**src/rtl/sram_atd_pkg.sv**
```systemverilog
package sram_atd_pkg;

  typedef enum logic [2:0] {
    PH_IDLE  = 3'd0,
    PH_PRE   = 3'd1,
    PH_WL    = 3'd2,
    PH_SENSE = 3'd3,
    PH_DRIVE = 3'd4
  } phase_e;

  function automatic int unsigned max3(input int unsigned a, input int unsigned b,
                                       input int unsigned c);
    int unsigned m;
    m = (a > b) ? a : b;
    return (m > c) ? m : c;
  endfunction

endpackage

```
**src/rtl/sram_atd_detect.sv**
```systemverilog
// Compares the watched inputs with their value one cycle earlier.
module sram_atd_detect #(
  parameter int unsigned WIDTH = 8
) (
  input  logic             clk_i,
  input  logic             rst_ni,
  input  logic [WIDTH-1:0] watch_i,
  output logic             change_o
);

  logic [WIDTH-1:0] prev_q;
  logic [WIDTH-1:0] prev_d;

  always_comb begin
    prev_d = watch_i;
  end

  always_ff @(posedge clk_i or negedge rst_ni) begin
    if (!rst_ni) begin
      prev_q <= '0;
    end else begin
      prev_q <= prev_d;
    end
  end

  assign change_o = |(watch_i ^ prev_q);

endmodule

```
**src/rtl/sram_atd_seq.sv**
```systemverilog
// One-shot phase sequencer with a per-phase down counter.
module sram_atd_seq
  import sram_atd_pkg::*;
#(
  parameter int unsigned T_PRE = 2,
  parameter int unsigned T_WL  = 3,
  parameter int unsigned T_SNS = 2
) (
  input  logic   clk_i,
  input  logic   rst_ni,
  input  logic   start_i,
  input  logic   abort_i,
  input  logic   write_i,
  output phase_e phase_o,
  output logic   last_o
);

  localparam int unsigned TMAX  = max3(T_PRE, T_WL, T_SNS);
  localparam int unsigned CNT_W = $clog2(TMAX + 1);

  phase_e           ph_q, ph_d;
  logic [CNT_W-1:0] cnt_q, cnt_d;
  logic             upd_en;

  always_comb begin
    ph_d  = ph_q;
    cnt_d = cnt_q;
    if (abort_i) begin
      ph_d  = PH_IDLE;
      cnt_d = '0;
    end else if (start_i) begin
      ph_d  = PH_PRE;
      cnt_d = CNT_W'(T_PRE - 1);
    end else if (ph_q != PH_IDLE) begin
      if (cnt_q == '0) begin
        case (ph_q)
          PH_PRE: begin
            ph_d  = PH_WL;
            cnt_d = CNT_W'(T_WL - 1);
          end
          PH_WL: begin
            ph_d  = write_i ? PH_DRIVE : PH_SENSE;
            cnt_d = CNT_W'(T_SNS - 1);
          end
          default: begin
            ph_d  = PH_IDLE;
            cnt_d = '0;
          end
        endcase
      end else begin
        cnt_d = cnt_q - 1'b1;
      end
    end
  end

  assign upd_en = abort_i | start_i | (ph_q != PH_IDLE);

  always_ff @(posedge clk_i or negedge rst_ni) begin
    if (!rst_ni) begin
      ph_q  <= PH_IDLE;
      cnt_q <= '0;
    end else if (upd_en) begin
      ph_q  <= ph_d;
      cnt_q <= cnt_d;
    end
  end

  assign phase_o = ph_q;
  assign last_o  = (ph_q != PH_IDLE) && (cnt_q == '0);

endmodule

```
**src/rtl/sram_row_decode.sv**
```systemverilog
// Two-stage row decode: upper row bits predecoded into group lines,
// the word-line driver stage resolves the lowest row bit.
module sram_row_decode #(
  parameter int unsigned ROW_W = 4
) (
  input  logic [ROW_W-1:0]      row_i,
  input  logic                  en_i,
  output logic [(1<<ROW_W)-1:0] wl_o
);

  localparam int unsigned ROWS   = 1 << ROW_W;
  localparam int unsigned GROUPS = 1 << (ROW_W - 1);

  logic [GROUPS-1:0] grp;

  generate
    if (ROW_W > 1) begin : g_predec
      for (genvar g = 0; g < GROUPS; g++) begin : g_grp
        assign grp[g] = (row_i[ROW_W-1:1] == (ROW_W-1)'(g));
      end
    end else begin : g_single
      assign grp[0] = 1'b1;
    end
  endgenerate

  generate
    for (genvar r = 0; r < ROWS; r++) begin : g_drv
      assign wl_o[r] = en_i & grp[r/2] & (row_i[0] == 1'(r % 2));
    end
  endgenerate

endmodule

```
**src/rtl/sram_cell_array.sv**
```systemverilog
// Behavioural stand-in for the cell array plus the output latch.
module sram_cell_array #(
  parameter int unsigned ADDR_W = 6,
  parameter int unsigned DATA_W = 8
) (
  input  logic              clk_i,
  input  logic              rst_ni,
  input  logic [ADDR_W-1:0] addr_i,
  input  logic [DATA_W-1:0] wdata_i,
  input  logic              wr_i,
  input  logic              rd_i,
  output logic [DATA_W-1:0] rdata_o
);

  localparam int unsigned WORDS = 1 << ADDR_W;

  logic [DATA_W-1:0] mem_q [WORDS];
  logic [DATA_W-1:0] rdata_q, rdata_d;

  always_ff @(posedge clk_i) begin
    if (wr_i) begin
      mem_q[addr_i] <= wdata_i;
    end
  end

  always_comb begin
    rdata_d = mem_q[addr_i];
  end

  always_ff @(posedge clk_i or negedge rst_ni) begin
    if (!rst_ni) begin
      rdata_q <= '0;
    end else if (rd_i) begin
      rdata_q <= rdata_d;
    end
  end

  assign rdata_o = rdata_q;

endmodule

```
**src/rtl/sram_atd_timer.sv**
```systemverilog
module sram_atd_timer
  import sram_atd_pkg::*;
#(
  parameter int unsigned ROW_W  = 4,
  parameter int unsigned COL_W  = 2,
  parameter int unsigned DATA_W = 8,
  parameter int unsigned T_PRE  = 2,
  parameter int unsigned T_WL   = 3,
  parameter int unsigned T_SNS  = 2
) (
  input  logic                  clk_i,
  input  logic                  rst_ni,
  input  logic                  cs_i,
  input  logic                  we_i,
  input  logic [ROW_W+COL_W-1:0] addr_i,
  input  logic [DATA_W-1:0]     wdata_i,
  output logic [DATA_W-1:0]     rdata_o,
  output logic                  pd_o,
  output logic                  pre_o,
  output logic [(1<<ROW_W)-1:0] wl_sel_o,
  output logic                  sa_pre_o,
  output logic                  sae_o,
  output logic                  wde_o,
  output logic [(1<<COL_W)-1:0] col_sel_o,
  output logic                  olat_o
);

  localparam int unsigned ADDR_W  = ROW_W + COL_W;
  localparam int unsigned ROWS    = 1 << ROW_W;
  localparam int unsigned COLS    = 1 << COL_W;
  localparam int unsigned WATCH_W = ADDR_W + 2;

  logic              change;
  logic              start;
  logic              abort;
  phase_e            phase;
  logic              last;
  logic              row_en;
  logic              col_en;
  logic              commit;

  logic [ADDR_W-1:0] addr_q, addr_d;
  logic              we_q, we_d;
  logic [DATA_W-1:0] wdata_q, wdata_d;

  sram_atd_detect #(
    .WIDTH(WATCH_W)
  ) u_detect (
    .clk_i   (clk_i),
    .rst_ni  (rst_ni),
    .watch_i ({cs_i, we_i, addr_i}),
    .change_o(change)
  );

  assign start = change & cs_i;
  assign abort = change & ~cs_i;

  // Access parameters held for the whole sequence
  always_comb begin
    addr_d  = addr_i;
    we_d    = we_i;
    wdata_d = wdata_i;
  end

  always_ff @(posedge clk_i or negedge rst_ni) begin
    if (!rst_ni) begin
      addr_q  <= '0;
      we_q    <= 1'b0;
      wdata_q <= '0;
    end else if (start) begin
      addr_q  <= addr_d;
      we_q    <= we_d;
      wdata_q <= wdata_d;
    end
  end

  sram_atd_seq #(
    .T_PRE(T_PRE),
    .T_WL (T_WL),
    .T_SNS(T_SNS)
  ) u_seq (
    .clk_i  (clk_i),
    .rst_ni (rst_ni),
    .start_i(start),
    .abort_i(abort),
    .write_i(we_q),
    .phase_o(phase),
    .last_o (last)
  );

  // Strobe decode
  assign pd_o     = (phase == PH_IDLE);
  assign pre_o    = (phase == PH_PRE);
  assign row_en   = (phase == PH_WL) || (phase == PH_SENSE) || (phase == PH_DRIVE);
  assign col_en   = (phase == PH_SENSE) || (phase == PH_DRIVE);
  assign sa_pre_o = (phase == PH_WL) && !we_q;
  assign sae_o    = (phase == PH_SENSE);
  assign wde_o    = (phase == PH_DRIVE);
  assign olat_o   = (phase == PH_SENSE) && last;
  assign commit   = (phase == PH_DRIVE) && last;

  sram_row_decode #(
    .ROW_W(ROW_W)
  ) u_row (
    .row_i(addr_q[ADDR_W-1:COL_W]),
    .en_i (row_en),
    .wl_o (wl_sel_o)
  );

  generate
    for (genvar c = 0; c < COLS; c++) begin : g_col
      assign col_sel_o[c] = col_en & (addr_q[COL_W-1:0] == COL_W'(c));
    end
  endgenerate

  sram_cell_array #(
    .ADDR_W(ADDR_W),
    .DATA_W(DATA_W)
  ) u_array (
    .clk_i  (clk_i),
    .rst_ni (rst_ni),
    .addr_i (addr_q),
    .wdata_i(wdata_q),
    .wr_i   (commit),
    .rd_i   (olat_o),
    .rdata_o(rdata_o)
  );

endmodule

```
**config.mk**
```make
export PLATFORM = sky130hd
export DESIGN_NAME = sram_atd_timer
export DESIGN_NICKNAME = d
export VERILOG_FILES = /design/src/rtl/sram_atd_pkg.sv /design/src/rtl/sram_atd_detect.sv /design/src/rtl/sram_atd_seq.sv /design/src/rtl/sram_row_decode.sv /design/src/rtl/sram_cell_array.sv /design/src/rtl/sram_atd_timer.sv
export SDC_FILE = /design/constraint.sdc
export NUM_CORES = 1
export LEC_CHECK = 0
export BUFFER_PORTS_ARGS = -buffer_cell sky130_fd_sc_hd__buf_4
export CORE_MARGIN = 4
export CORE_UTILIZATION = 45
export DETAILED_ROUTE_END_ITERATION = 10
export PLACE_DENSITY = 0.58
export SLEW_MARGIN = 15
export SYNTH_ARGS = -nofsm -noshare
export SYNTH_HDL_FRONTEND = slang
export SYNTH_SLANG_ARGS = --single-unit
```
**constraint.sdc**
```tcl
create_clock -name clk_i -period 2.7 [get_ports clk_i]
set_input_delay 0.405 -clock clk_i [delete_from_list [all_inputs] [get_ports clk_i]]
set_output_delay 0.405 -clock clk_i [all_outputs]
set_load 0.05 [all_outputs]
```
* Yosys cells after proc, flatten, opt, wreduce, memory -nomap -nowiden *
Memory sizes are Yosys's and may differ from the RTL's. A register that Yosys moved wholly into a read port is not among the register bits.
Index checks and enable logic that the tools add are counted.

word-level totals
  word-level logic and storage cells = 89
  output and inout port bits = 34
  memories kept = 1
  input bits = 18
  bits in writable memories = 512
  flip-flop bits (word level) = 28

operators by class
  add/subtract/negate cells = 1
  eq/ne operators = 14
  reductions and logical operators = 19
  bitwise operators = 35
  mux-type cells = 13

memory list
  memory         words  bits a word  read ports  clocked after Yosys merged registers in  wr ports  line                   source
  u_array.mem_q  64     8            1           1                                        1         sram_cell_array.sv:17  logic [DATA_W-1:0] mem_q [WORDS];

operators with widths
  operator                                           number
  bitwise AND 1 bit                                  30
  == test 3 bit (second input constant)              5
  2-to-1 mux 3 bit                                   5
  == test 3 x 2 -> 1 bit (second input constant)     4
  nonzero test 3 bit                                 3
  2-to-1 mux 2 bit                                   4
  OR reduction 8 bit                                 1
  XOR 8 bit                                          1
  == test 3 x 1 -> 1 bit (second input constant)     2
  logical NOT 3 bit                                  2
  case mux 3 bit (2 select lines)                    1
  == test 2 bit (second input constant)              2
  logical AND 1 bit                                  4
  logical NOT 2 bit                                  2
  case mux 2 bit (2 select lines)                    1
  logical OR 1 bit                                   3
  AND reduction 3 bit                                1
  == test 2 x 1 -> 1 bit (second input constant)     1
  logical NOT 1 bit                                  2
  2-to-1 mux 1 bit                                   2
  inverter 1 bit                                     2
  OR 1 bit                                           2
  AND reduction 2 bit                                1
  subtractor 2 x 1 -> 2 bit (second input constant)  1

* Longest topological paths before layout *
Gate-level depths: netlist (run 1).

  word-level depth = 6
  mapped depth = 9
  depth with buffers taken out = 6

* Modules after synthesis *
From an unflattened synthesis (run 1), not the netlist that was laid out.

second synthesis, totals
  cell total of the unflattened synthesis = 1269
  area total of the unflattened synthesis = 21738.3 um^2

modules (own cells, without submodules)
  module           instances  area each (um^2)  cells an instance  seq. area each (um^2)
  sram_cell_array  1          20375.8           1142               15574.9
  sram_atd_timer   1          680.7             54                 375.4
  sram_atd_detect  1          286.5             19                 200.2
  sram_atd_seq     1          277.8             31                 125.1
  sram_row_decode  1          117.6             23                 0.0

* Worst setup path before layout (run 1) *
Ideal clock, no wire load.

  path type = register to output
  start point = register u_seq.ph_q[0] (netlist: u_seq.phase_o[0])
  end point = output port col_sel_o[1]
  path buffers = 1
  stages on the path, launching flop included = 5
  slack = -1136 ps
  arrival = 3431 ps
  data required time = 2295 ps
  cells stage by stage = dfrtp_1 > clkbuf_1 > nor3b_1 > nor2_1 > nor3b_1

between the ends
  longest elaborated chain between the ends = 3
  elaborated cells on any way between the ends = 4
  classes of those cells = eq/ne (2); bitwise (1); reduce/logical (1)

RTL lines
  element                 line                   source
  start, declared         sram_atd_seq.sv:21     phase_e ph_q, ph_d;
  start signal, assigned  sram_atd_seq.sv:63     ph_q <= ph_d;
  == test 3 bit           n/a
  via wde_o               sram_atd_timer.sv:23   output logic wde_o,
  logical OR 1 bit        sram_atd_timer.sv:95   assign col_en = (phase == PH_SENSE) || (phase == PH_DRIVE);
  bitwise AND 1 bit       sram_atd_timer.sv:112  assign col_sel_o[c] = col_en & (addr_q[COL_W-1:0] == COL_W'(c));
  end, declared           sram_atd_timer.sv:24   output logic [(1<<COL_W)-1:0] col_sel_o,

The timed path passes the listed nets, and every way through them passes these cells.

* Worst setup path in the final report (run 1) *
  start point = register u_seq.ph_q[1] (netlist: u_seq.phase_o[1])
  end point = output port wl_sel_o[0]

between the ends
  longest elaborated chain between the ends = 5
  elaborated cells on any way between the ends = 7
  classes of those cells = eq/ne (3); bitwise (2); reduce/logical (2)

RTL lines
  element                            line                   source
  == test 3 x 2 -> 1 bit             sram_atd_timer.sv:94   assign row_en = (phase == PH_WL) || (phase == PH_SENSE) || (phase == PH_DRIVE);
  logical OR 1 bit                   sram_atd_timer.sv:94
  logical OR 1 bit *                 sram_atd_timer.sv:94
  bitwise AND 1 bit * (2 in series)  sram_row_decode.sv:28  assign wl_o[r] = en_i & grp[r/2] & (row_i[0] == 1'(r % 2));
  end, declared                      sram_atd_timer.sv:20   output logic [(1<<ROW_W)-1:0] wl_sel_o,

Mark *: on every way between the ends. The rest lies on a longest branch, timed or not.

==> flow_summary.html, run 1 <==
<table>
<tr><th>Metric</th><th>Value</th></tr>
<tr><th colspan="2">Run status</th></tr>
<tr><td>Outcome</td><td>finished clean</td></tr>
<tr><th colspan="2">GRT</th></tr>
<tr><td>First-pass GRT wire length</td><td>76400 µm</td></tr>
<tr><td>Vias in the first global route</td><td>11092</td></tr>
<tr><td>Remaining global-route overflow</td><td>0</td></tr>
<tr><td>Number of antenna violations at the first check in global routing</td><td>0</td></tr>
<tr><td>Overall global routing resource usage</td><td>0.206</td></tr>
<tr><td>Pin count of the biggest net entering global routing</td><td>66</td></tr>
<tr><th colspan="2">Logic synthesis</th></tr>
<tr><td>Synth Net Count</td><td>1074</td></tr>
<tr><td>Most repeated cell in the gate-level netlist after synthesis</td><td>edfxtp_1</td></tr>
<tr><td>Distinct cells, synth</td><td>49</td></tr>
<tr><td>Sequential area share after synthesis</td><td>0.757</td></tr>
<tr><td>Post-Synthesis Mean Instance Area</td><td>20.4 µm²</td></tr>
<tr><td>Count of warnings emitted by yosys</td><td>0</td></tr>
<tr><td>Post-synth top area share</td><td>0.715</td></tr>
<tr><td>Top cells by area, synth</td><td>edfxtp_1 (71%), mux4_2 (13%), dfrtp_1 (4.2%)</td></tr>
<tr><td>Gate Count Post-Synth</td><td>1056</td></tr>
<tr><td>Asr flop ratio synth</td><td>0.0657</td></tr>
<tr><td>Dominant cell type by area after synthesis</td><td>edfxtp_1</td></tr>
<tr><td>List of most frequent post-synthesis cells</td><td>edfxtp_1 (512), mux4_2 (125), nor2_1 (107)</td></tr>
<tr><td>Area of the mapped netlist</td><td>21500 µm²</td></tr>
<tr><td>Ys flop type</td><td>edfxtp_1</td></tr>
<tr><td>Synth Register Bits</td><td>548</td></tr>
<tr><td>Number of enable flip-flop cells after synthesis</td><td>512</td></tr>
<tr><th colspan="2">Floorplanning</th></tr>
<tr><td>Core Footprint</td><td>46900 µm²</td></tr>
<tr><td>Starting density of the core</td><td>0.459</td></tr>
<tr><td>Die area</td><td>51300 µm²</td></tr>
<tr><td>Die Wd</td><td>227 µm</td></tr>
<tr><td>Die H</td><td>227 µm</td></tr>
<tr><td>Row count</td><td>79</td></tr>
<tr><td>Count of pins on the block boundary</td><td>52</td></tr>
<tr><th colspan="2">STA</th></tr>
<tr><td>Number of setup violations in the final report</td><td>0</td></tr>
<tr><td>Worst clock skew</td><td>0.0297 ns</td></tr>
<tr><td>Worst-Margin Slew</td><td>0.830 ns</td></tr>
<tr><td>Max_slew headroom</td><td>0.447</td></tr>
<tr><td>Setup repair after global routing missed its margin</td><td>false</td></tr>
<tr><td>Fin crit share</td><td>0.949</td></tr>
<tr><td>Count of pins over their slew limit</td><td>0</td></tr>
<tr><td>Setup TNS</td><td>0 ns</td></tr>
<tr><td>Min Clock Period, post-route</td><td>2.56 ns</td></tr>
<tr><td>Highest Clock Rate</td><td>0.390 GHz</td></tr>
<tr><td>Hold Violations, Final</td><td>0</td></tr>
<tr><th colspan="2">Layout</th></tr>
<tr><td>Count of nets after finishing</td><td>1281</td></tr>
<tr><td>Layout Cell Area excl Fill</td><td>25400 µm²</td></tr>
<tr><td>Synth-to-Final Area Change</td><td>18.0%</td></tr>
<tr><td>Area of the multi-input gates</td><td>4910 µm²</td></tr>
<tr><td>Final core area utilization</td><td>0.542</td></tr>
<tr><td>Number of standard cells in the final layout excluding fillers</td><td>1913</td></tr>
<tr><td>Layout cell share with drive strength beyond 1</td><td>0.338</td></tr>
<tr><td>Sequential cell area</td><td>16300 µm²</td></tr>
<tr><td>Number of fill cells</td><td>3649</td></tr>
<tr><th colspan="2">Worst setup path</th></tr>
<tr><td>Data arrival at the endpoint of the critical path</td><td>2.16 ns</td></tr>
<tr><td>Peak per-stage delay on the critical path</td><td>0.47 ns</td></tr>
<tr><td>Launch point of the worst reg-to-reg path</td><td>addr_q[0]$_DFFE_PN0P_</td></tr>
<tr><td>Critical path class</td><td>reg2out</td></tr>
<tr><td>Worst reg-to-reg path cell count</td><td>5</td></tr>
<tr><td>Register-to-register setup slack</td><td>0.26 ns</td></tr>
<tr><td>Critical-path maximum fanout</td><td>8</td></tr>
<tr><td>RR Endpoint</td><td>u_array.rdata_o[4]$_DFFE_PN0P_</td></tr>
<tr><td>Cell with the largest stage delay on the worst path</td><td>dfrtp_2</td></tr>
<tr><td>Series of cell instances along the critical path</td><td>nor3b_4 &gt; buf_4 &gt; a21oi_1 &gt; or3_4 &gt; nor2_2 &gt; buf_4</td></tr>
<tr><td>Data required time at the worst endpoint</td><td>2.30 ns</td></tr>
<tr><td>Crit start category</td><td>register</td></tr>
<tr><td>Critical Path Sink Type</td><td>output pin</td></tr>
<tr><td>Most frequent cell on the critical path</td><td>buf_4</td></tr>
<tr><th colspan="2">Routing</th></tr>
<tr><td>Count of TritonRoute iterations in the first routing pass</td><td>5</td></tr>
<tr><td>Overall via count from detail_route</td><td>11122</td></tr>
<tr><td>Avg Vias per Cell</td><td>5.81</td></tr>
<tr><td>Routed WL</td><td>51900 µm</td></tr>
<tr><td>DRT iter0 DRCs</td><td>1164</td></tr>
<tr><td>DR DRC count</td><td>0</td></tr>
<tr><td>DR WL/cell</td><td>27.1 µm</td></tr>
<tr><td>DRT antenna net count</td><td>0</td></tr>
<tr><th colspan="2">Place</th></tr>
<tr><td>Placed cell area</td><td>23600 µm²</td></tr>
<tr><td>Port Buffers</td><td>51</td></tr>
<tr><td>Post-placement cell count</td><td>1800</td></tr>
<tr><td>Final GP Congestion</td><td>0.828</td></tr>
<tr><td>HPWL after DPL</td><td>33700 µm</td></tr>
<tr><th colspan="2">Pwr</th></tr>
<tr><td>Leak Pwr</td><td>8.49 nW</td></tr>
<tr><td>Sequential fraction of design power</td><td>0.524</td></tr>
<tr><td>Switching power total</td><td>4.17 mW</td></tr>
<tr><td>Fraction of power consumed by combinational cells</td><td>0.088</td></tr>
<tr><td>Internal power</td><td>14.1 mW</td></tr>
<tr><td>Net Sw Frac</td><td>0.228</td></tr>
<tr><td>Power per cell area</td><td>722 nW/µm²</td></tr>
<tr><td>IR Drop Worst-Case VDD</td><td>0.431 mV</td></tr>
<tr><td>Clk pwr share</td><td>0.388</td></tr>
<tr><th colspan="2">Clock tree</th></tr>
<tr><td>TritonCTS buffer count</td><td>54</td></tr>
<tr><td>Clock tree from TritonCTS</td><td>built</td></tr>
<tr><td>Clock transition at the register clock pins on the worst setup and hold paths after CTS</td><td>0.06 ns</td></tr>
<tr><td>Clock Latency Late Sink</td><td>0.61 ns</td></tr>
<tr><td>CTS Root Cell</td><td>clkbuf_16</td></tr>
<tr><td>Number of buffers on the longest clock path</td><td>3</td></tr>
<tr><td>Deepest level of the CTS H-tree</td><td>2</td></tr>
<tr><td>Total number of clock tree sinks</td><td>548</td></tr>
<tr><th colspan="2">Worst hold path</th></tr>
<tr><td>Number of cells traversed by the worst hold path</td><td>2</td></tr>
<tr><td>Hold wc startpoint</td><td>wdata_i[0]</td></tr>
<tr><td>Min-delay worst type</td><td>in2reg</td></tr>
<tr><td>Worst hold path endpoint</td><td>wdata_q[0]$_DFFE_PN0P_</td></tr>
<tr><th colspan="2">Run</th></tr>
<tr><td>Number of max-cap violations</td><td>0</td></tr>
</table>
-- area by class of cell --
| type | instances | share of cell area |
|---|---|---|
| antenna | 1 | 0.0000986 |
| inverter | 4 | 0.000592 |
| clock inverter | 35 | 0.0102 |
| sequential | 548 | 0.642 |
| multi-input combinational | 448 | 0.193 |
| timing repair buffer | 207 | 0.0682 |
| clock buffer | 63 | 0.0554 |
| tap | 607 | 0.0299 |
-- worst max-delay path by stage --
stage	from	endpoint	slack, ns
after floorplan	u_seq.phase_o[0]$_DFFE_PN0P_	col_sel_o[1]	-0.23
after global placement	addr_q[0]$_DFFE_PN0P_	u_array.rdata_o[6]$_DFFE_PN0P_	0.22
after detailed placement	addr_q[0]$_DFFE_PN0P_	u_array.rdata_o[6]$_DFFE_PN0P_	0.18
after CTS	u_seq.phase_o[0]$_DFFE_PN0P_	wl_sel_o[0]	0.05
after global routing	u_seq.phase_o[1]$_DFFE_PN0P_	wl_sel_o[2]	0.04
final	u_seq.phase_o[1]$_DFFE_PN0P_	wl_sel_o[0]	0.14
-- placed cells by master (no fill, tap or decap), types with 4 or more instances in the layout --
cell type / n
mux2i_1: 40
a211oi_1: 10
mux2_2: 20
nor2b_1: 8
nand2_1: 21
nand2b_1: 5
clkbuf_16: 55
buf_12: 12
nor2_1: 103
nand3_1: 8
a22oi_1: 9
clkinv_1: 16
xor2_1: 9
o22ai_1: 7
dfrtp_1: 22
clkbuf_1: 8
a21oi_1: 12
o21ai_0: 9
nor2_2: 4
nor4_1: 6
buf_4: 185
clkinv_2: 11
dfrtp_2: 11
inv_1: 4
dlygate4sd3_1: 9
mux4_2: 125
nor3_1: 9
edfxtp_1: 512
-- cells by family after synthesis --
kind of cell / synth area share
simple gates: 0.0389
flops: 0.757
compound gates: 0.0207
mux: 0.164
buf+inv: 0.0162
xor+xnor: 0.00367
-- state kept, by name, summed over array words and instances (netlist names) --
register / count
u_seq.cnt_q: 2
u_seq.phase_o: 3
wdata_q: 8
u_array.mem_q: 512
we_q: 1
addr_q: 6
u_detect.prev_q: 8
u_array.rdata_o: 8
-- per-stage QoR --
stage	hold WS (ns)	power (mW)	worst slack [ns]
after detailed placement	0.404	11.4	0.180
after global routing	0.0203	18.9	0.0378
after floorplan	0.109	10.7	-0.228
after CTS	0.0113	18.5	0.0462
final	0.0400	18.3	0.137
after global placement	0.405	11.4	0.219
-- layer usage --
layer  share of wire  vias up  global-route usage
met1            0.44     5905               0.311
met2            0.46      396               0.309
li1                -     4737                   -
met5               0        -                   0
met4           0.026        0              0.0558
met3           0.070       84              0.0438
-- power by group through the flow --
stage | registers, mW | clock network [mW] | logic (mW)
global route | 9.60 | 7.64 | 1.71
global placement | 9.78 | 0 | 1.59
CTS | 9.60 | 7.26 | 1.62
floorplan | 9.78 | 0 | 0.893
finish | 9.60 | 7.11 | 1.61
detailed placement | 9.78 | 0 | 1.61
-- what timing repair did --
| action | 4_1_cts | 5_1_grt |
|---|---|---|
| gates resized for setup | 4 | 1 |
| endpoints found under the setup margin | 4 | 5 |
| pin swaps | 0 | 1 |
| hold buffers | 9 | 0 |
| hold endpoints to repair | 44 | 0 |
| buffers inserted | 0 | 5 |
-- critical path: cells and delay by family, from the launching register on --
family / cells / cell delay [ns]
compound gates: 1 / 0.06
buf+inv: 2 / 0.36
simple gates: 3 / 0.68
flops: 1 / 0.47
Note: power is estimated with default switching activity, not from simulation.
==> inputs of run 2 (changes only) <==
--- a/config.mk
+++ b/config.mk
@@ -5,12 +5,12 @@
 export SDC_FILE = /design/constraint.sdc
 export NUM_CORES = 1
 export LEC_CHECK = 0
+export ABC_AREA = 1
 export BUFFER_PORTS_ARGS = -buffer_cell sky130_fd_sc_hd__buf_4
 export CORE_MARGIN = 4
-export CORE_UTILIZATION = 45
+export CORE_UTILIZATION = 30
 export DETAILED_ROUTE_END_ITERATION = 10
-export PLACE_DENSITY = 0.58
-export SLEW_MARGIN = 15
+export PLACE_DENSITY = 0.41
 export SYNTH_ARGS = -nofsm -noshare
 export SYNTH_HDL_FRONTEND = slang
 export SYNTH_SLANG_ARGS = --single-unit
==> run 2 against run 1 <==
  * Register-to-register slack gained 0.08 ns
  * Global-route usage shrank 2.6 points
  * Clock power grew 12%
  * Die area grew 54%
  * Final area grew 7.1%
  * Fmax shrank 1.7%
  * Critical path type unchanged
==> flow_summary.html, run 2 <==
<table>
<tr><th>Metric</th><th>Value</th></tr>
<tr><th colspan="2">Logic synthesis</th></tr>
<tr><td>Synth Net Count</td><td>2055 (+91%)</td></tr>
<tr><td>Synth Register Bits</td><td>548 (unchanged)</td></tr>
<tr><td>Area of the mapped netlist</td><td>22400 µm² (+4.1%)</td></tr>
<tr><td>Ys flop type</td><td>edfxtp_1</td></tr>
<tr><td>List of most frequent post-synthesis cells</td><td>nand2_1 (901), edfxtp_1 (512), nor2_1 (160)</td></tr>
<tr><td>Gate Count Post-Synth</td><td>2037 (+93%)</td></tr>
<tr><td>Sequential area share after synthesis</td><td>0.727 (-0.0300)</td></tr>
<tr><td>Asr flop ratio synth</td><td>0.0657 (unchanged)</td></tr>
<tr><td>Count of warnings emitted by yosys</td><td>0 (unchanged)</td></tr>
<tr><td>Top cells by area, synth</td><td>edfxtp_1 (69%), nand2_1 (15%), dfrtp_1 (4.0%)</td></tr>
<tr><td>Dominant cell type by area after synthesis</td><td>edfxtp_1</td></tr>
<tr><td>Number of enable flip-flop cells after synthesis</td><td>512 (unchanged)</td></tr>
<tr><td>Post-synth top area share</td><td>0.687 (-0.0284)</td></tr>
<tr><td>Distinct cells, synth</td><td>23 (-53%)</td></tr>
<tr><td>Most repeated cell in the gate-level netlist after synthesis</td><td>nand2_1</td></tr>
<tr><td>Post-Synthesis Mean Instance Area</td><td>11.0 µm² (-46%)</td></tr>
<tr><th colspan="2">STA</th></tr>
<tr><td>Worst-Margin Slew</td><td>0.771 ns (-0.0588 ns)</td></tr>
<tr><td>Highest Clock Rate</td><td>0.384 GHz (-1.7%)</td></tr>
<tr><td>Setup repair after global routing missed its margin</td><td>true</td></tr>
<tr><td>Max_slew headroom</td><td>0.486 (+0.0392)</td></tr>
<tr><td>Min Clock Period, post-route</td><td>2.61 ns (+0.0436 ns)</td></tr>
<tr><td>Worst clock skew</td><td>0.0226 ns (-0.00702 ns)</td></tr>
<tr><td>Number of setup violations in the final report</td><td>0 (unchanged)</td></tr>
<tr><td>Fin crit share</td><td>0.965 (+0.0161)</td></tr>
<tr><td>Setup slack of the critical path after layout</td><td>0.0936 ns (-0.0436 ns)</td></tr>
<tr><td>Count of pins over their slew limit</td><td>0 (unchanged)</td></tr>
<tr><td>Hold Violations, Final</td><td>0 (unchanged)</td></tr>
<tr><th colspan="2">Place</th></tr>
<tr><td>Post-placement cell count</td><td>3101 (+72%)</td></tr>
<tr><td>Placed cell area</td><td>25100 µm² (+6.3%)</td></tr>
<tr><td>Setup WS pre-CTS</td><td>0.381 ns (+0.201 ns)</td></tr>
<tr><td>Final GP Congestion</td><td>0.806 (-2.6%)</td></tr>
<tr><td>Port Buffers</td><td>51 (unchanged)</td></tr>
<tr><td>HPWL after DPL</td><td>45100 µm (+34%)</td></tr>
<tr><th colspan="2">GRT</th></tr>
<tr><td>Overall global routing resource usage</td><td>0.180 (-0.0263)</td></tr>
<tr><td>Vias in the first global route</td><td>15339 (+38%)</td></tr>
<tr><td>Remaining global-route overflow</td><td>0 (unchanged)</td></tr>
<tr><td>First-pass GRT wire length</td><td>105000 µm (+37%)</td></tr>
<tr><td>Number of antenna violations at the first check in global routing</td><td>2 (+2)</td></tr>
<tr><td>Pin count of the biggest net entering global routing</td><td>66 (unchanged)</td></tr>
<tr><th colspan="2">Run</th></tr>
<tr><td>Number of max-cap violations</td><td>0 (unchanged)</td></tr>
<tr><th colspan="2">Worst setup path</th></tr>
<tr><td>Peak per-stage delay on the critical path</td><td>0.40 ns (-0.07 ns)</td></tr>
<tr><td>Critical-path maximum fanout</td><td>8 (unchanged)</td></tr>
<tr><td>Register-to-register setup slack</td><td>0.34 ns (+0.08 ns)</td></tr>
<tr><td>Most frequent cell on the critical path</td><td>inv_1</td></tr>
<tr><td>Data arrival at the endpoint of the critical path</td><td>2.20 ns (+0.04 ns)</td></tr>
<tr><td>Crit-path leading delay family</td><td>simple AND/OR/NAND/NOR gates</td></tr>
<tr><td>Critical path class</td><td>reg2out</td></tr>
<tr><td>Critical Path Sink Type</td><td>output pin</td></tr>
<tr><td>Cell with the largest stage delay on the worst path</td><td>dfrtp_1</td></tr>
<tr><td>Crit start category</td><td>register</td></tr>
<tr><td>Buf/Inv on CP</td><td>4 (+2)</td></tr>
<tr><td>Series of cell instances along the critical path</td><td>inv_1 &gt; nor3_2 &gt; inv_1 &gt; nand2_2 &gt; clkinvlp_4 &gt; nand2_4 &gt; nand3_2 &gt; nor2_1 &gt; buf_6</td></tr>
<tr><td>Data required time at the worst endpoint</td><td>2.30 ns (about the same)</td></tr>
<tr><th colspan="2">Layout</th></tr>
<tr><td>Count of nets after finishing</td><td>2235 (+74%)</td></tr>
<tr><td>Most frequent cells in the layout</td><td>nand2_1 (899), edfxtp_1 (512), buf_4 (170), nand3_1 (153), nor2_1 (143)</td></tr>
<tr><td>Layout cell share with drive strength beyond 1</td><td>0.152 (-0.186)</td></tr>
<tr><td>Flip-flop count of the largest register, all copies and words added</td><td>512 (unchanged)</td></tr>
<tr><td>Register with the most flip-flops</td><td>u_array.mem_q</td></tr>
<tr><td>Most common cell after layout, fill and taps aside</td><td>nand2_1</td></tr>
<tr><td>Layout Cell Area excl Fill</td><td>27200 µm² (+7.1%)</td></tr>
<tr><td>Synth-to-Final Area Change</td><td>21.3%</td></tr>
<tr><td>Number of standard cells in the final layout excluding fillers</td><td>3220 (+68%)</td></tr>
<tr><th colspan="2">Clock tree</th></tr>
<tr><td>Deepest level of the CTS H-tree</td><td>2 (unchanged)</td></tr>
<tr><td>Clock tree from TritonCTS</td><td>built</td></tr>
<tr><td>Clock transition at the register clock pins on the worst setup and hold paths after CTS</td><td>0.06 ns (about the same)</td></tr>
<tr><td>CTS Root Cell</td><td>clkbuf_16</td></tr>
<tr><td>Total number of clock tree sinks</td><td>548 (unchanged)</td></tr>
<tr><td>Clock Latency Late Sink</td><td>0.62 ns (about the same)</td></tr>
<tr><td>Number of buffers on the longest clock path</td><td>3 (unchanged)</td></tr>
<tr><td>TritonCTS buffer count</td><td>60 (+11%)</td></tr>
<tr><th colspan="2">Routing</th></tr>
<tr><td>Overall via count from detail_route</td><td>15361 (+38%)</td></tr>
<tr><td>Routed WL</td><td>71500 µm (+38%)</td></tr>
<tr><td>DRT iter0 DRCs</td><td>1219 (+4.7%)</td></tr>
<tr><td>DR DRC count</td><td>0 (unchanged)</td></tr>
<tr><td>DR WL/cell</td><td>22.2 µm (-18%)</td></tr>
<tr><td>Count of TritonRoute iterations in the first routing pass</td><td>5 (unchanged)</td></tr>
<tr><td>DRT antenna net count</td><td>0 (unchanged)</td></tr>
<tr><td>Avg Vias per Cell</td><td>4.77 (-18%)</td></tr>
<tr><th colspan="2">Floorplanning</th></tr>
<tr><td>Core Footprint</td><td>73500 µm² (+57%)</td></tr>
<tr><td>Die area</td><td>79100 µm² (+54%)</td></tr>
<tr><td>Count of pins on the block boundary</td><td>52 (unchanged)</td></tr>
<tr><td>Starting density of the core</td><td>0.305 (-0.154)</td></tr>
<tr><td>Row count</td><td>99 (+25%)</td></tr>
<tr><td>Die H</td><td>281 µm (+24%)</td></tr>
<tr><td>Die Wd</td><td>281 µm (+24%)</td></tr>
<tr><th colspan="2">Pwr</th></tr>
<tr><td>Leak Pwr</td><td>10.4 nW (+23%)</td></tr>
<tr><td>IR Drop Worst-Case VDD</td><td>0.565 mV (+31%)</td></tr>
<tr><td>Power per cell area</td><td>716 nW/µm² (-0.75%)</td></tr>
<tr><td>Final Total Pwr</td><td>19.5 mW (+6.3%)</td></tr>
<tr><th colspan="2">Run status</th></tr>
<tr><td>Outcome</td><td>finished clean</td></tr>
<tr><th colspan="2">Worst hold path</th></tr>
<tr><td>Min-delay worst type</td><td>in2reg</td></tr>
</table>
-- run 2: cell types whose count changed after synthesis, moves of 40 or more --
cell     change
nor2_1      +53
inv_1       +48
nand3_1    +149
mux4_2     -125
mux2i_1     -40
nand2_1    +880
nand4_1     +50
-- run 2: what timing repair did --
action / in CTS / in global routing
endpoints found under the hold margin: 46 / 0
setup buffers: 1 / 1
hold buffers: 11 / 0
cloned: 0 / 0
pin swaps: 0 / 6
resized for setup: 7 / 25
setup endpoints to repair: 16 / 17
-- run 2: cells by family (layout without fill, tap and decap cells) --
family                 Yosys count  count (layout)  share of synthesized area
AND/OR/NAND/NOR               1284            1284                      0.231
AO/OA/AOI/OAI                   43              43                    0.00989
XOR/XNOR                         6               6                    0.00235
buffers and inverters          156             378                     0.0297
other                            0               2                          0
flip-flops                     548             548                      0.727
-- run 2: layout make-up --
cell class / instances / area [µm²]
multi-input combinational: 1333 / 5560
inverter: 57 / 228
clock buffer: 73 / 1570
clock inverter: 31 / 300
antenna: 2 / 5.00
timing repair buffer: 217 / 2010
sequential: 548 / 16300
tap: 959 / 1200
fill: 7330 / 46300
-- run 2: final timing paths --
check | endpoint | start | cells after the start
worst max-delay path | wl_sel_o[3] | u_seq.phase_o[1]$_DFFE_PN0P_ | 9
worst max register to register | u_array.rdata_o[1]$_DFFE_PN0P_ | addr_q[0]$_DFFE_PN0P_ | 10
max in group asynchronous | addr_q[1]$_DFFE_PN0P_ | rst_ni | 2
worst min register to register | u_array.rdata_o[7]$_DFFE_PN0P_ | u_array.rdata_o[7]$_DFFE_PN0P_ | 2
worst min-delay path | wdata_q[4]$_DFFE_PN0P_ | wdata_i[4] | 3
min in group asynchronous | u_seq.cnt_q[0]$_DFFE_PN0P_ | rst_ni | 2
-- run 2: through the flow --
step / setup TNS [ns] / hold WS (ns) / util
3_3_place_gp: 0 / 0.430 / 0.341
4_1_cts: 0 / 0.0122 / 0.369
3_5_place_dp: 0 / 0.423 / 0.341
2_1_floorplan: -0.739 / 0.109 / -
5_1_grt: -0.146 / 0.0350 / 0.370
6_report: 0 / 0.0583 / 0.370
-- run 2: per-layer routing --
metal | global-route usage | share of wire | vias to the layer above
met3 | 0.0294 | 0.050 | 95
met2 | 0.291 | 0.47 | 358
met5 | 0 | 0 | -
li1 | - | - | 7242
met4 | 0.0453 | 0.022 | 0
met1 | 0.252 | 0.46 | 7666
-- run 2: tightest hold or removal path, stage by stage --
cell	delay [ns]
buf_4	0.08
nand3_1	0.09
nand2_1	0.07
-- run 2: power by group --
| group | internal (mW) | switching [mW] |
|---|---|---|
| combinational | 0.553 | 1.45 |
| clock | 4.59 | 3.37 |
| sequential | 9.42 | 0.0779 |
==> inputs of run 3 (changes only) <==
--- a/config.mk
+++ b/config.mk
@@ -9,8 +9,10 @@
 export BUFFER_PORTS_ARGS = -buffer_cell sky130_fd_sc_hd__buf_4
 export CORE_MARGIN = 4
 export CORE_UTILIZATION = 30
+export CTS_CLUSTER_DIAMETER = 120
 export DETAILED_ROUTE_END_ITERATION = 10
 export PLACE_DENSITY = 0.41
+export RECOVER_POWER = 25
 export SYNTH_ARGS = -nofsm -noshare
 export SYNTH_HDL_FRONTEND = slang
 export SYNTH_SLANG_ARGS = --single-unit
==> run 3 against run 2 <==
  * The flow now finishes with violations (max-capacitance violations, max-slew violations)
  * Sequential share of layout area rose by 0.23 points
  * Critical path depth did not move
  * Clock power barely moved
  * Clock-buffer cell count did not move
  * Global-route usage did not move
  * Non-clock buffer count did not move
  * Register-to-register slack barely moved
  * Wire length rose by 0.11%
  * Worst setup slack improved by 0.0014 ns
  * Core utilization fell by 0.15 points
==> flow_summary.html, run 3 (same netlist as run 2, synthesis figures left out) <==
<table>
<tr><th>Metric</th><th>Value</th></tr>
<tr><th colspan="2">Worst setup path</th></tr>
<tr><td>Register-to-register setup slack</td><td>0.33 ns (about the same)</td></tr>
<tr><td>Critical Path Sink Type</td><td>output pin</td></tr>
<tr><td>End point of the critical path</td><td>wl_sel_o[3]</td></tr>
<tr><td>Peak per-stage delay on the critical path</td><td>0.40 ns (about the same)</td></tr>
<tr><td>Crit-path leading delay family</td><td>simple AND/OR/NAND/NOR gates</td></tr>
<tr><td>Data arrival at the endpoint of the critical path</td><td>2.20 ns (about the same)</td></tr>
<tr><td>RR Endpoint</td><td>u_array.rdata_o[1]$_DFFE_PN0P_</td></tr>
<tr><td>Data required time at the worst endpoint</td><td>2.30 ns (about the same)</td></tr>
<tr><td>Cell with the largest stage delay on the worst path</td><td>dfrtp_1</td></tr>
<tr><td>Launch point of the worst reg-to-reg path</td><td>addr_q[0]$_DFFE_PN0P_</td></tr>
<tr><td>Worst reg-to-reg path cell count</td><td>10 (unchanged)</td></tr>
<tr><td>Buf/Inv on CP</td><td>4 (unchanged)</td></tr>
<tr><td>Levels on crit path</td><td>9 (unchanged)</td></tr>
<tr><td>Critical-path maximum fanout</td><td>8 (unchanged)</td></tr>
<tr><td>Series of cell instances along the critical path</td><td>inv_1 &gt; nor3_2 &gt; inv_1 &gt; nand2_2 &gt; clkinvlp_4 &gt; nand2_4 &gt; nand3_2 &gt; nor2_1 &gt; buf_6</td></tr>
<tr><td>Crit start category</td><td>register</td></tr>
<tr><td>Most frequent cell on the critical path</td><td>inv_1</td></tr>
<tr><td>Critical path class</td><td>reg2out</td></tr>
<tr><td>First element of the critical path</td><td>u_seq.phase_o[1]$_DFFE_PN0P_</td></tr>
<tr><th colspan="2">STA</th></tr>
<tr><td>Max_slew headroom</td><td>-0.242 (-0.727)</td></tr>
<tr><td>Worst-Margin Slew</td><td>1.86 ns (+1.09 ns)</td></tr>
<tr><td>Count of pins over their slew limit</td><td>330 (+330)</td></tr>
<tr><td>Number of setup violations in the final report</td><td>0 (unchanged)</td></tr>
<tr><td>Setup repair after global routing missed its margin</td><td>true</td></tr>
<tr><td>Highest Clock Rate</td><td>0.384 GHz (about the same)</td></tr>
<tr><td>Min Clock Period, post-route</td><td>2.61 ns (-0.00138 ns)</td></tr>
<tr><td>Fin crit share</td><td>0.965 (about the same)</td></tr>
<tr><td>Worst clock skew</td><td>0.0211 ns (-0.00152 ns)</td></tr>
<tr><td>Hold Violations, Final</td><td>0 (unchanged)</td></tr>
<tr><td>Worst Hold Slack</td><td>0.0562 ns (-0.00214 ns)</td></tr>
<tr><th colspan="2">Pwr</th></tr>
<tr><td>IR Drop Worst-Case VDD</td><td>0.565 mV (about the same)</td></tr>
<tr><td>Final Total Pwr</td><td>19.4 mW (-0.11%)</td></tr>
<tr><td>Leak Pwr</td><td>10.4 nW (-0.46%)</td></tr>
<tr><td>Power per cell area</td><td>718 nW/µm² (+0.29%)</td></tr>
<tr><th colspan="2">GRT</th></tr>
<tr><td>First-pass GRT wire length</td><td>105000 µm (unchanged)</td></tr>
<tr><td>Remaining global-route overflow</td><td>0 (unchanged)</td></tr>
<tr><td>Number of antenna violations at the first check in global routing</td><td>2 (unchanged)</td></tr>
<tr><td>Pin count of the biggest net entering global routing</td><td>66 (unchanged)</td></tr>
<tr><td>Overall global routing resource usage</td><td>0.180 (unchanged)</td></tr>
<tr><td>Vias in the first global route</td><td>15339 (unchanged)</td></tr>
<tr><th colspan="2">Routing</th></tr>
<tr><td>Routed WL</td><td>71600 µm (+0.11%)</td></tr>
<tr><td>Count of TritonRoute iterations in the first routing pass</td><td>5 (unchanged)</td></tr>
<tr><td>Overall via count from detail_route</td><td>15297 (-0.42%)</td></tr>
<tr><td>DR WL/cell</td><td>22.2 µm (+0.14%)</td></tr>
<tr><td>DRT antenna net count</td><td>0 (unchanged)</td></tr>
<tr><td>Avg Vias per Cell</td><td>4.75 (-0.39%)</td></tr>
<tr><td>DR DRC count</td><td>0 (unchanged)</td></tr>
<tr><td>DRT iter0 DRCs</td><td>1189 (-2.5%)</td></tr>
<tr><th colspan="2">Run status</th></tr>
<tr><td>Violations in the final reports</td><td>max-capacitance violations, max-slew violations</td></tr>
<tr><td>Outcome</td><td>finished, violations left</td></tr>
<tr><th colspan="2">Place</th></tr>
<tr><td>Final GP Congestion</td><td>0.806 (unchanged)</td></tr>
<tr><td>HPWL after DPL</td><td>45100 µm (unchanged)</td></tr>
<tr><td>Port Buffers</td><td>51 (unchanged)</td></tr>
<tr><td>Placed cell area</td><td>25100 µm² (unchanged)</td></tr>
<tr><th colspan="2">Layout</th></tr>
<tr><td>Layout Cell Area excl Fill</td><td>27100 µm² (-0.40%)</td></tr>
<tr><td>Most common cell after layout, fill and taps aside</td><td>nand2_1</td></tr>
<tr><td>Layout cell share with drive strength beyond 1</td><td>0.148 (-0.00398)</td></tr>
<tr><td>Flip-flop count of the largest register, all copies and words added</td><td>512 (unchanged)</td></tr>
<tr><td>Count of nets after finishing</td><td>2235 (unchanged)</td></tr>
<tr><td>Most frequent cells in the layout</td><td>nand2_1 (899), edfxtp_1 (512), buf_4 (161), nand3_1 (153), nor2_1 (143)</td></tr>
<tr><td>Register with the most flip-flops</td><td>u_array.mem_q</td></tr>
<tr><td>Synth-to-Final Area Change</td><td>20.9%</td></tr>
<tr><th colspan="2">Floorplanning</th></tr>
<tr><td>Core Footprint</td><td>73500 µm² (unchanged)</td></tr>
<tr><td>Row count</td><td>99 (unchanged)</td></tr>
<tr><td>Die Wd</td><td>281 µm (unchanged)</td></tr>
<tr><td>Die H</td><td>281 µm (unchanged)</td></tr>
<tr><td>Die area</td><td>79100 µm² (unchanged)</td></tr>
<tr><td>Count of pins on the block boundary</td><td>52 (unchanged)</td></tr>
<tr><td>Starting density of the core</td><td>0.305 (unchanged)</td></tr>
<tr><th colspan="2">Clock tree</th></tr>
<tr><td>Clock tree from TritonCTS</td><td>built</td></tr>
<tr><td>Deepest level of the CTS H-tree</td><td>2 (unchanged)</td></tr>
<tr><td>Total number of clock tree sinks</td><td>548 (unchanged)</td></tr>
<tr><td>TritonCTS buffer count</td><td>60 (unchanged)</td></tr>
<tr><td>CTS Root Cell</td><td>clkbuf_16</td></tr>
<tr><td>Number of buffers on the longest clock path</td><td>3 (unchanged)</td></tr>
<tr><td>Clock Latency Late Sink</td><td>0.62 ns (about the same)</td></tr>
<tr><td>Clock transition at the register clock pins on the worst setup and hold paths after CTS</td><td>0.06 ns (about the same)</td></tr>
<tr><th colspan="2">Run</th></tr>
<tr><td>Number of max-cap violations</td><td>5 (+5)</td></tr>
<tr><th colspan="2">Worst hold path</th></tr>
<tr><td>Min-delay worst type</td><td>in2reg</td></tr>
<tr><td>Number of cells traversed by the worst hold path</td><td>3 (unchanged)</td></tr>
</table>
run 3: cell types whose count changed in the layout (fill, tap and decap cells not counted), sizes merged:
cell	change
buf	-14
clkbuf	+14
diode	-1
run 3: through the flow:
| stage | util | instances | TNS [ns] | worst slack (ns) |
|---|---|---|---|---|
| 2_1_floorplan | - | 2037 | -0.739 | -0.0923 |
| 3_3_place_gp | 0.341 | 3101 | 0 | 0.302 |
| 3_5_place_dp | 0.341 | 3101 | 0 | 0.381 |
| 4_1_cts | 0.369 | 3217 | 0 | 0.0160 |
| 5_1_grt | 0.368 | 3218 | -0.146 | -0.0277 |
| 6_report | 0.368 | 3219 | 0 | 0.0950 |
run 3: how the worst min path moves through the flow:
stage	startpoint	end	slack, ns
2_1_floorplan	rst_ni	addr_q[0]$_DFFE_PN0P_	0.11
3_3_place_gp	rst_ni	u_seq.cnt_q[0]$_DFFE_PN0P_	0.43
3_5_place_dp	rst_ni	u_seq.phase_o[0]$_DFFE_PN0P_	0.42
4_1_cts	wdata_i[4]	wdata_q[4]$_DFFE_PN0P_	0.01
5_1_grt	wdata_i[0]	wdata_q[0]$_DFFE_PN0P_	0.04
6_report	wdata_i[4]	wdata_q[4]$_DFFE_PN0P_	0.06
run 3: power breakdown:
| part | switching, mW | total (mW) | internal [mW] |
|---|---|---|---|
| sequential | 0.0739 | 9.51 | 9.44 |
| combinational | 1.45 | 1.98 | 0.524 |
| clock | 3.36 | 7.95 | 4.59 |
| total | 4.89 | 19.4 | 14.6 |
run 3: cell type report:
class	instances	area (µm²)
antenna	1	2.50
clock buffer	73	1570
clock inverter	31	300
fill	7349	46400
inverter	57	228
multi-input combinational	1333	5560
sequential	548	16300
tap	959	1200
timing repair buffer	217	1910
run 3: per-layer routing:
metal	wire length, µm	track usage
met4	1550	0.0453
met2	33500	0.291
met5	0	0
met1	32800	0.252
met3	3640	0.0294
run 3: worst register-to-register path: stages, from the launching register on:
cell and delay (ns):
dfrtp_4 0.62, nor2_4 0.30, buf_4 0.35, nand2_1 0.09
nand4_1 0.10, nand2_1 0.09, nor2_1 0.44, nor2_1 0.13
nand2_1 0.08, nand3_1 0.06, nand2_1 0.06
run 3: repair_timing:
item | in CTS | in global routing
pin swaps | 0 | 6
hold buffers | 11 | 0
buffers inserted | 1 | 1
resized for setup | 7 | 25
setup endpoints to repair | 16 | 17
hold endpoints to repair | 46 | 0
